==> config.mk <==
export PLATFORM = sky130hd
export DESIGN_NAME = regbank_top
export DESIGN_NICKNAME = d
export VERILOG_FILES = /design/src/rtl/regbank_pkg.sv /design/src/rtl/regbank_glb.sv /design/src/rtl/regbank_cor.sv /design/src/rtl/regbank_wide.sv /design/src/rtl/regbank_ctr.sv /design/src/rtl/regbank_top.sv
export SDC_FILE = /design/constraint.sdc
export NUM_CORES = 2
export LEC_CHECK = 0
export ABC_AREA = 1
export BUFFER_PORTS_ARGS = -buffer_cell sky130_fd_sc_hd__clkbuf_2
export CAP_MARGIN = 20
export CORE_MARGIN = 2
export CORE_UTILIZATION = 40
export CTS_BUF_LIST = sky130_fd_sc_hd__clkbuf_8
export CTS_CLUSTER_SIZE = 10
export DETAILED_ROUTE_END_ITERATION = 8
export PLACE_DENSITY_LB_ADDON = 0.25
export SKIP_LAST_GASP = 1
export SYNTH_ARGS = -nofsm -noshare
export SYNTH_HDL_FRONTEND = slang
export SYNTH_SLANG_ARGS = --single-unit
==> constraint.sdc <==
create_clock -name clk -period 8.7 [get_ports clk]
set_input_delay 0.87 -clock clk [delete_from_list [all_inputs] [get_ports clk]]
set_output_delay 0.87 -clock clk [all_outputs]
set_load 0.05 [all_outputs]
==> src/rtl/regbank_pkg.sv <==
// Package: address map and region decode type shared by the register bank.
// Assumes a 12-bit word address and a table base aligned to its full span.
package regbank_pkg;
    localparam int          HAW     = 12;
    localparam logic [11:0] A_BOOT  = 12'h000;
    localparam logic [11:0] A_SOFT  = 12'h300;
    localparam logic [11:0] A_MODE  = 12'h301;
    localparam logic [11:0] A_ERR   = 12'h303;
    localparam logic [11:0] A_CNTLO = 12'h304;
    localparam logic [11:0] A_CNTHI = 12'h305;
    localparam logic [11:0] A_PRST  = 12'h318;
    localparam logic [11:0] A_PCFG  = 12'h320;
    localparam logic [11:0] A_TBL   = 12'h400;

    typedef enum logic [3:0] {
        RG_NONE, RG_BOOT, RG_SOFT, RG_MODE, RG_ERR,
        RG_CLO, RG_CHI, RG_PRST, RG_PCFG, RG_TBL
    } region_e;
endpackage

==> src/rtl/regbank_glb.sv <==
// Global-domain control words (soft reset, mode, port reset) and the
// derived reset of the port and frame-handler domains.
// Assumes write enables already decoded; reset is synchronous active-low.
module regbank_glb #(
    parameter int NPORT = 4,
    parameter int MODE_W = 8
) (
    input  logic              clk,
    input  logic              rst_n,
    input  logic              wr_soft,
    input  logic              wr_mode,
    input  logic              wr_prst,
    input  logic [MODE_W-1:0] wd_mode,
    input  logic [NPORT-1:0]  wd_prst,
    input  logic              wd_soft,
    output logic              soft_q,
    output logic [MODE_W-1:0] mode_q,
    output logic [NPORT-1:0]  prst_q,
    output logic [NPORT-1:0]  port_dom_rst,
    output logic              fh_dom_rst
);
    localparam logic [MODE_W-1:0] MODE_DEF = MODE_W'(1);

    // Global registers: cleared only by the chip reset.
    always_ff @(posedge clk) begin
        if (!rst_n) begin
            soft_q <= 1'b1;
            mode_q <= MODE_DEF;
            prst_q <= '0;
        end else begin
            if (wr_soft) soft_q <= wd_soft;
            if (wr_mode) mode_q <= wd_mode;
            if (wr_prst) prst_q <= wd_prst;
        end
    end

    // Domain resets: ports follow chip reset or their bit, frame handler its bit.
    always_comb begin
        port_dom_rst = prst_q | {NPORT{~rst_n}};
        fh_dom_rst   = soft_q;
    end

    assert_mode_global_R6: assert property (@(posedge clk) disable iff (!rst_n)
        !$past(wr_mode) |-> $stable(mode_q));
    assert_prst_global_R6: assert property (@(posedge clk) disable iff (!rst_n)
        !$past(wr_prst) |-> $stable(prst_q));
endmodule

==> src/rtl/regbank_cor.sv <==
// Sticky per-port error flags with clear-on-read.
// Assumes clr_rd is a real host read strobe; an event at the clearing edge is kept.
module regbank_cor #(
    parameter int NPORT = 4
) (
    input  logic             clk,
    input  logic             rst_n,
    input  logic             clr_rd,
    input  logic [NPORT-1:0] evt,
    input  logic [NPORT-1:0] port_rst,
    output logic [NPORT-1:0] flags
);
    // Flag update: keep or clear, merge new events, drop ports held in reset.
    always_ff @(posedge clk) begin
        flags <= ((clr_rd ? '0 : flags) | evt) & ~port_rst;
    end

    assert_keep_evt_R7: assert property (@(posedge clk) disable iff (!rst_n)
        $past(clr_rd) |-> flags == ($past(evt) & ~$past(port_rst)));
    assert_no_loss_R7: assert property (@(posedge clk) disable iff (!rst_n)
        !$past(clr_rd) |-> ((flags & $past(flags)) == ($past(flags) & ~$past(port_rst))));
endmodule

==> src/rtl/regbank_wide.sv <==
// Table of wide entries reached as 32-bit words, with a staging buffer for
// atomic commit and a shadow buffer for atomic read.
// Assumes word < NW on every strobe (decoded above) and DEPTH >= 2.
module regbank_wide #(
    parameter int ENTRY_W = 95,
    parameter int DEPTH   = 4,
    localparam int NW     = (ENTRY_W + 31) / 32,
    localparam int WB     = (NW > 1) ? $clog2(NW) : 1,
    localparam int IW     = $clog2(DEPTH)
) (
    input  logic          clk,
    input  logic          rst_n,
    input  logic          dom_rst,
    input  logic          rd,
    input  logic          wr,
    input  logic [IW-1:0] idx,
    input  logic [WB-1:0] word,
    input  logic [31:0]   wdata,
    output logic [31:0]   rdata
);
    localparam int TOPW = ENTRY_W - 32 * (NW - 1);
    localparam int PADW = 32 * NW;

    logic [DEPTH-1:0][ENTRY_W-1:0] tbl;
    logic [32*(NW-1)-1:0]          stage;
    logic [ENTRY_W-1:0]            shadow;
    logic [PADW-1:0]               live_pad, shad_pad;
    logic                          commit, stage_wr, latch;

    // Strobe classification by word position.
    always_comb begin
        commit   = wr && (int'(word) == NW - 1);
        stage_wr = wr && (int'(word) <  NW - 1);
        latch    = rd && (word == '0);
    end

    // Storage: cleared while the frame-handler domain is held.
    always_ff @(posedge clk) begin
        if (dom_rst) begin
            tbl    <= '0;
            stage  <= '0;
            shadow <= '0;
        end else begin
            if (stage_wr) stage[int'(word)*32 +: 32] <= wdata;
            if (commit)   tbl[idx] <= {wdata[TOPW-1:0], stage};
            if (latch)    shadow <= tbl[idx];
        end
    end

    // Read word: lowest from the live entry, others from the shadow.
    always_comb begin
        live_pad = '0;
        shad_pad = '0;
        live_pad[ENTRY_W-1:0] = tbl[idx];
        shad_pad[ENTRY_W-1:0] = shadow;
        rdata = (word == '0) ? live_pad[31:0] : shad_pad[int'(word)*32 +: 32];
    end

    assert_commit_only_R8: assert property (@(posedge clk) disable iff (!rst_n)
        (!$past(commit) && !$past(dom_rst)) |-> $stable(tbl));
    assert_shadow_hold_R9: assert property (@(posedge clk) disable iff (!rst_n)
        (!$past(latch) && !$past(dom_rst)) |-> $stable(shadow));
    assert_fh_clear_R5: assert property (@(posedge clk) disable iff (!rst_n)
        $past(dom_rst) |-> (tbl == '0 && shadow == '0));
endmodule

==> src/rtl/regbank_ctr.sv <==
// Frame counter in the frame-handler domain with an atomic two-word read.
// Assumes CW is more than 32 and at most 64.
module regbank_ctr #(
    parameter int CW = 64
) (
    input  logic        clk,
    input  logic        rst_n,
    input  logic        dom_rst,
    input  logic        evt,
    input  logic        rd_lo,
    input  logic        sel_hi,
    output logic [31:0] rdata
);
    logic [CW-1:0]    cnt;
    logic [CW-33:0]   hi_shadow;

    // Count events; latch the upper part when the lower word is read.
    always_ff @(posedge clk) begin
        if (dom_rst) begin
            cnt       <= '0;
            hi_shadow <= '0;
        end else begin
            if (evt)   cnt <= cnt + CW'(1);
            if (rd_lo) hi_shadow <= cnt[CW-1:32];
        end
    end

    // Word select for the host.
    always_comb rdata = sel_hi ? 32'(hi_shadow) : cnt[31:0];

    assert_count_step_R10: assert property (@(posedge clk) disable iff (!rst_n)
        ($past(evt) && !$past(dom_rst)) |-> cnt == $past(cnt) + CW'(1));
    assert_hi_hold_R10: assert property (@(posedge clk) disable iff (!rst_n)
        (!$past(rd_lo) && !$past(dom_rst)) |-> $stable(hi_shadow));
    assert_cnt_clear_R5: assert property (@(posedge clk) disable iff (!rst_n)
        $past(dom_rst) |-> cnt == '0);
endmodule

==> src/rtl/regbank_top.sv <==
// Register bank top: decodes host accesses, owns per-port config words,
// and registers the read data.
// Assumes hst_rd and hst_wr are never high together; NPORT <= 16.
module regbank_top #(
    parameter int NPORT     = 4,
    parameter int TBL_DEPTH = 4,
    parameter int ENTRY_W   = 95
) (
    input  logic             clk,
    input  logic             rst_n,
    input  logic             hst_wr,
    input  logic             hst_rd,
    input  logic [11:0]      hst_addr,
    input  logic [31:0]      hst_wdata,
    output logic [31:0]      hst_rdata,
    input  logic [7:0]       boot_pins,
    input  logic [NPORT-1:0] err_in,
    input  logic             frm_evt
);
    import regbank_pkg::*;

    localparam int NW   = (ENTRY_W + 31) / 32;
    localparam int WB   = (NW > 1) ? $clog2(NW) : 1;
    localparam int IW   = $clog2(TBL_DEPTH);
    localparam int TLO  = WB + IW;
    localparam logic [15:0] PCFG_DEF = 16'h00FF;

    region_e          rg;
    logic [11:0]      poff;
    logic [31:0]      rd_val, tbl_rd, ctr_rd;
    logic             soft_q, fh_dom_rst;
    logic [7:0]       mode_q;
    logic [NPORT-1:0] prst_q, port_dom_rst, err_flags;
    logic [15:0]      pcfg [NPORT];

    // Address decode into one region.
    always_comb begin
        poff = hst_addr - A_PCFG;
        rg   = RG_NONE;
        case (hst_addr)
            A_BOOT:  rg = RG_BOOT;
            A_SOFT:  rg = RG_SOFT;
            A_MODE:  rg = RG_MODE;
            A_ERR:   rg = RG_ERR;
            A_CNTLO: rg = RG_CLO;
            A_CNTHI: rg = RG_CHI;
            A_PRST:  rg = RG_PRST;
            default: begin
                if (hst_addr >= A_PCFG && poff < 12'(NPORT))
                    rg = RG_PCFG;
                else if (hst_addr[HAW-1:TLO] == A_TBL[HAW-1:TLO] &&
                         int'(hst_addr[WB-1:0]) < NW)
                    rg = RG_TBL;
            end
        endcase
    end

    regbank_glb #(.NPORT(NPORT), .MODE_W(8)) u_glb (
        .clk(clk), .rst_n(rst_n),
        .wr_soft(hst_wr && rg == RG_SOFT),
        .wr_mode(hst_wr && rg == RG_MODE),
        .wr_prst(hst_wr && rg == RG_PRST),
        .wd_mode(hst_wdata[7:0]), .wd_prst(hst_wdata[NPORT-1:0]),
        .wd_soft(hst_wdata[0]),
        .soft_q(soft_q), .mode_q(mode_q), .prst_q(prst_q),
        .port_dom_rst(port_dom_rst), .fh_dom_rst(fh_dom_rst)
    );

    regbank_cor #(.NPORT(NPORT)) u_cor (
        .clk(clk), .rst_n(rst_n),
        .clr_rd(hst_rd && rg == RG_ERR),
        .evt(err_in), .port_rst(port_dom_rst), .flags(err_flags)
    );

    regbank_wide #(.ENTRY_W(ENTRY_W), .DEPTH(TBL_DEPTH)) u_wide (
        .clk(clk), .rst_n(rst_n), .dom_rst(fh_dom_rst),
        .rd(hst_rd && rg == RG_TBL), .wr(hst_wr && rg == RG_TBL),
        .idx(hst_addr[TLO-1:WB]), .word(hst_addr[WB-1:0]),
        .wdata(hst_wdata), .rdata(tbl_rd)
    );

    regbank_ctr #(.CW(64)) u_ctr (
        .clk(clk), .rst_n(rst_n), .dom_rst(fh_dom_rst), .evt(frm_evt),
        .rd_lo(hst_rd && rg == RG_CLO), .sel_hi(rg == RG_CHI), .rdata(ctr_rd)
    );

    // Per-port configuration words in the port reset domain.
    for (genvar p = 0; p < NPORT; p++) begin : g_port
        always_ff @(posedge clk) begin
            if (port_dom_rst[p])
                pcfg[p] <= PCFG_DEF;
            else if (hst_wr && rg == RG_PCFG && poff == 12'(p))
                pcfg[p] <= hst_wdata[15:0];
        end

        assert_port_dom_R4: assert property (@(posedge clk) disable iff (!rst_n)
            $past(port_dom_rst[p]) |-> pcfg[p] == PCFG_DEF);
    end

    // Read multiplexer; unmapped regions return zero.
    always_comb begin
        rd_val = '0;
        case (rg)
            RG_BOOT: rd_val = {24'b0, boot_pins};
            RG_SOFT: rd_val = {31'b0, soft_q};
            RG_MODE: rd_val = {24'b0, mode_q};
            RG_ERR:  rd_val = 32'(err_flags);
            RG_CLO,
            RG_CHI:  rd_val = ctr_rd;
            RG_PRST: rd_val = 32'(prst_q);
            RG_TBL:  rd_val = tbl_rd;
            RG_PCFG: begin
                for (int p = 0; p < NPORT; p++)
                    if (poff == 12'(p)) rd_val = {16'b0, pcfg[p]};
            end
            default: rd_val = '0;
        endcase
    end

    // Registered read data, held between reads.
    always_ff @(posedge clk) begin
        if (!rst_n)      hst_rdata <= '0;
        else if (hst_rd) hst_rdata <= rd_val;
    end

    assert_unmapped_zero_R11: assert property (@(posedge clk) disable iff (!rst_n)
        ($past(hst_rd) && $past(rg) == RG_NONE) |-> hst_rdata == '0);
    assert_rdata_hold_R3: assert property (@(posedge clk) disable iff (!rst_n)
        (!$past(hst_rd) && $past(rst_n)) |-> $stable(hst_rdata));
    assert_boot_pin_R1: assert property (@(posedge clk) disable iff (!rst_n)
        ($past(hst_rd) && $past(rg) == RG_BOOT) |-> hst_rdata == {24'b0, $past(boot_pins)});
endmodule

==> results by group <==
STA
  • Setup tns final: 0 ns
  • Worst relative slew slack: 19.3%
  • Hold WS: 0.305 ns
  • Slew @ Worst Pin: around 1.2 ns
  • Final WS setup: roughly 4.9 ns
  • Slew Limit Fails: 0
  • Final setup fails: 0
  • Minimum clock period after layout: 3.78 ns
  • Fin crit share: about 43%
  • RSZ-0062 raised after global routing: no
  • Clk_skew: 0.0567 ns
  • Fmax: around 0.26 GHz
  • Final hold vios: 0

Hold path
  • Hold Crit Class: in -> reg
  • Endpoint, Worst Hold: u_cor.flags[2]$_DFF_P_
  • Hold path startpoint: err_in[2]
  • WHS Path Cells: 3

Clock tree
  • CTS clk-pin slew, worst paths: around 0.060 ns
  • Hold-fix buffers, CTS: 0
  • H-tree Lvls: 4
  • TritonCTS buffer count: 130
  • CTS root buf: clkbuf_8
  • Clock latency on the worst-skew pair: about 0.83 ns
  • Max Root-Sink Buffers: 3
  • Setup bufs post-CTS: 0
  • Total clock sinks: 748
  • CTS tree: yes
  • Post_cts resized: 0

Synth
  • Mean Syn Cell Area: a little under 8 µm²
  • Cell area after synthesis: approximately 32000 µm²
  • Number of distinct library cells after synthesis: between 50 and 60
  • Post-synth EDFFs: 64
  • Warnings from Yosys: 0
  • Synthesized flop and latch total: approximately 750
  • Ys async rst share: 0%
  • Primary FF master, synth: dfxtp_1
  • Seq/Total Area, Yosys: approximately half
  • Syn Nets: 4200
  • Gate Count Post-Synth: ~4100

Detailed routing
  • Routed WL per cell: between 15 and 20 µm
  • Vias: approximately 29000
  • Initial DRC Count: approximately 2900
  • Drt drc: 0
  • Via density: between 5 and 6
  • Post-route ant nets: 0
  • DRT Pass-1 Iters: 6
  • Routed Wire Length: approximately 100000 µm

Placement
  • Routability cong.: about 0.89
  • DP Area: about 33000 µm²
  • Placed cells: 5038
  • Worst slack, placed: approximately 4.2 ns
  • IO Port Bufs: between 90 and 100
  • DP HPWL: approximately 65000 µm

Critical path
  • Crit start category: input port
  • Crit-path slowest cell: inv_1
  • Most used cell, CP: buf_4
  • Critical Path Source: hst_addr[1]
  • R2r worst-path depth: 11
  • Slowest stage delay, CP: just under 0.9 ns
  • Required time of the critical path: ~9.4 ns
  • Worst path cell trace: clkbuf_2 > buf_4 > inv_1 > buf_4 > ha_2 > buf_4 > inv_1 > buf_4 > nor2_1 > nand2_1 > inv_1 > a21oi_1 > a211oi_1
  • FF-to-FF Start: u_ctr.cnt[0]$_SDFFE_PP0P_
  • FF-to-FF End: u_ctr.cnt[30]$_SDFFE_PP0P_
  • Arrival time worst endpoint: 4.48 ns
  • Crit end category: flip-flop
  • Crit-path max FO: 45
  • R2R Setup Slk: approximately 5.7 ns
  • Classification of the worst setup path: in -> reg

Finish
  • Synth-to-Final Area Change: 11.3%
  • Share of cells above drive strength 1: about a tenth
  • Total Nets Final: roughly 4200
  • Design area: 35700 µm²
  • Final core utilization: 45.1%
  • Fill count: ~8000
  • Post-Layout Cell Count: approximately 5300

Pwr
  • Leak: approximately 13 nW
  • Worst vdd rail ir drop: approximately 140 µV
  • PwrDens: around 200 nW/µm²
  • Pwr Total: roughly 7 mW

Global route
  • First-pass GRT wire length: 161000 µm
  • Global route overflow: 0
  • Vias in the first global route: approximately 27000
  • All-Layer GR Usage: 24.9%
  • Largest net degree at the start of global routing: around 280
  • Initial antenna violation count: 4

Floorplan
  • Die width: ~290 µm
  • Die Span Y: about 290 µm
  • Starting density of the core: roughly two fifths
  • Core box area: just under 80000 µm²
  • Row cnt: around 100
  • Total die area: approximately 82000 µm²
  • Num ports: a little over 90

Outcome
  • Status: finished, final reports clean

Job
  • Max_cap viols: 0
-- routing by layer --
layer	GRT usage (%)	part of all wire [%]
met2	39.4	45
met5	0	0.023
met1	34.6	45
met3	4.01	7.2
met4	8.54	2.6
-- power breakdown --
| group | switching [mW] | internal [mW] |
|---|---|---|
| combinational | 0.181 | 0.0404 |
| sequential | 0.00567 | 3.49 |
| clock | 1.51 | 1.79 |
-- placed cells by master, fill, tap and decap left out, types with 10 or more instances in the layout --
master      n
nor4_1     18
dfxtp_1   683
o21a_1     18
nor3_1     56
nand2_1   558
buf_4      46
o211ai_1   19
inv_1     390
nor2_1    426
edfxtp_1   64
a22oi_1    66
xor2_1     11
clkinv_1   13
clkbuf_2   93
o21ai_0   533
a211oi_1   55
a221oi_1   27
inv_2      17
nand3_1   100
o211a_1    31
a21oi_1   575
nand4_1    84
o22ai_1    32
nor2_4     10
o221ai_1   12
clkbuf_8  157
-- cell usage after synthesis (5+ instances only) --
| cell type | count | area (µm²) |
|---|---|---|
| nor2_2 | 8 | 50.1 |
| a211oi_1 | 55 | 413 |
| nor2_4 | 9 | 101 |
| o221ai_1 | 12 | 105 |
| nand4_1 | 84 | 526 |
| buf_2 | 80 | 400 |
| buf_6 | 6 | 67.6 |
| inv_2 | 16 | 60.1 |
| buf_1 | 12 | 45.0 |
| inv_1 | 348 | 1310 |
| o211ai_1 | 19 | 143 |
| or2_2 | 8 | 50.1 |
| clkbuf_1 | 177 | 664 |
| ha_1 | 7 | 87.6 |
| nand2_1 | 559 | 2100 |
| o21a_1 | 18 | 135 |
| nor3_1 | 59 | 295 |
| buf_4 | 7 | 52.6 |
| a22o_1 | 5 | 43.8 |
| o22ai_1 | 32 | 200 |
| edfxtp_1 | 64 | 1920 |
| dfxtp_1 | 684 | 13700 |
| o211a_1 | 31 | 310 |
| xor2_1 | 11 | 96.3 |
| nor4_1 | 18 | 113 |
| a211oi_2 | 9 | 113 |
| nor3_4 | 5 | 81.3 |
| a22oi_1 | 66 | 495 |
| a21oi_1 | 575 | 2880 |
| nand2_2 | 8 | 50.1 |
| nand3_1 | 100 | 500 |
| nor2_1 | 426 | 1600 |
| clkinv_1 | 15 | 56.3 |
| a221oi_1 | 27 | 236 |
| o21ai_0 | 537 | 2690 |
| nand3_2 | 5 | 50.1 |
-- cell families (layout without fill, tap and decap cells) --
group                    count (synthesis)  after routing  synth area share, %
other                                    0              3                    0
AND/OR/NAND/NOR                       1301           1301                 17.7
AO/OA/AOI/OAI                         1398           1398                 24.5
buffers and inverters                  663            745                 8.32
XOR/XNOR                                15             15                0.410
flip-flops                             748            748                 48.7
adder cells (fa/ha/maj)                  7              7                0.273
-- worst max-delay path by stage --
stage	endpoint	slack, ns	depth (start not counted)
2_1_floorplan	pcfg[0][0]$_SDFFCE_PN1P_	4.53	10
3_5_place_dp	pcfg[3][12]$_SDFFCE_PN0P_	4.21	10
3_3_place_gp	hst_rdata[6]$_SDFFE_PN0P_	4.26	17
5_1_grt	u_wide.tbl[255]$_SDFFE_PP0P_	4.72	13
6_report	u_wide.stage[28]$_SDFFE_PP0P_	4.92	13
4_1_cts	pcfg[3][11]$_SDFFCE_PN0P_	5.06	10
-- sequential cells by signal (all words and copies together), names as in the netlist --
name / count
u_ctr.hi_shadow: 32
u_glb.prst_q: 4
u_glb.mode_q: 8
u_glb.fh_dom_rst: 1
pcfg: 64
u_cor.flags: 4
u_ctr.cnt: 64
u_wide.tbl: 380
hst_rdata: 32
u_wide.shadow: 95
u_wide.stage: 64
-- layout make-up --
type / count / area, µm² / area share [%]
timing repair buffer: 141 / 851 / 2.39
inverter: 380 / 1440 / 4.04
tap: 1050 / 1310 / 3.68
clock buffer: 157 / 2160 / 6.06
clock inverter: 67 / 478 / 1.34
sequential: 748 / 15600 / 43.8
multi-input combinational: 2721 / 13800 / 38.7
antenna: 3 / 7.51 / 0.0211
-- worst max-delay path: cells and delay by family --
family	cells	cell delay (ns)
buffers and inverters	8	2.46
and+or+nand+nor	2	0.44
adders and majority gates	1	0.26
AOI/OAI and AO/OA	2	0.38
(Power assumes the default switching activity.)
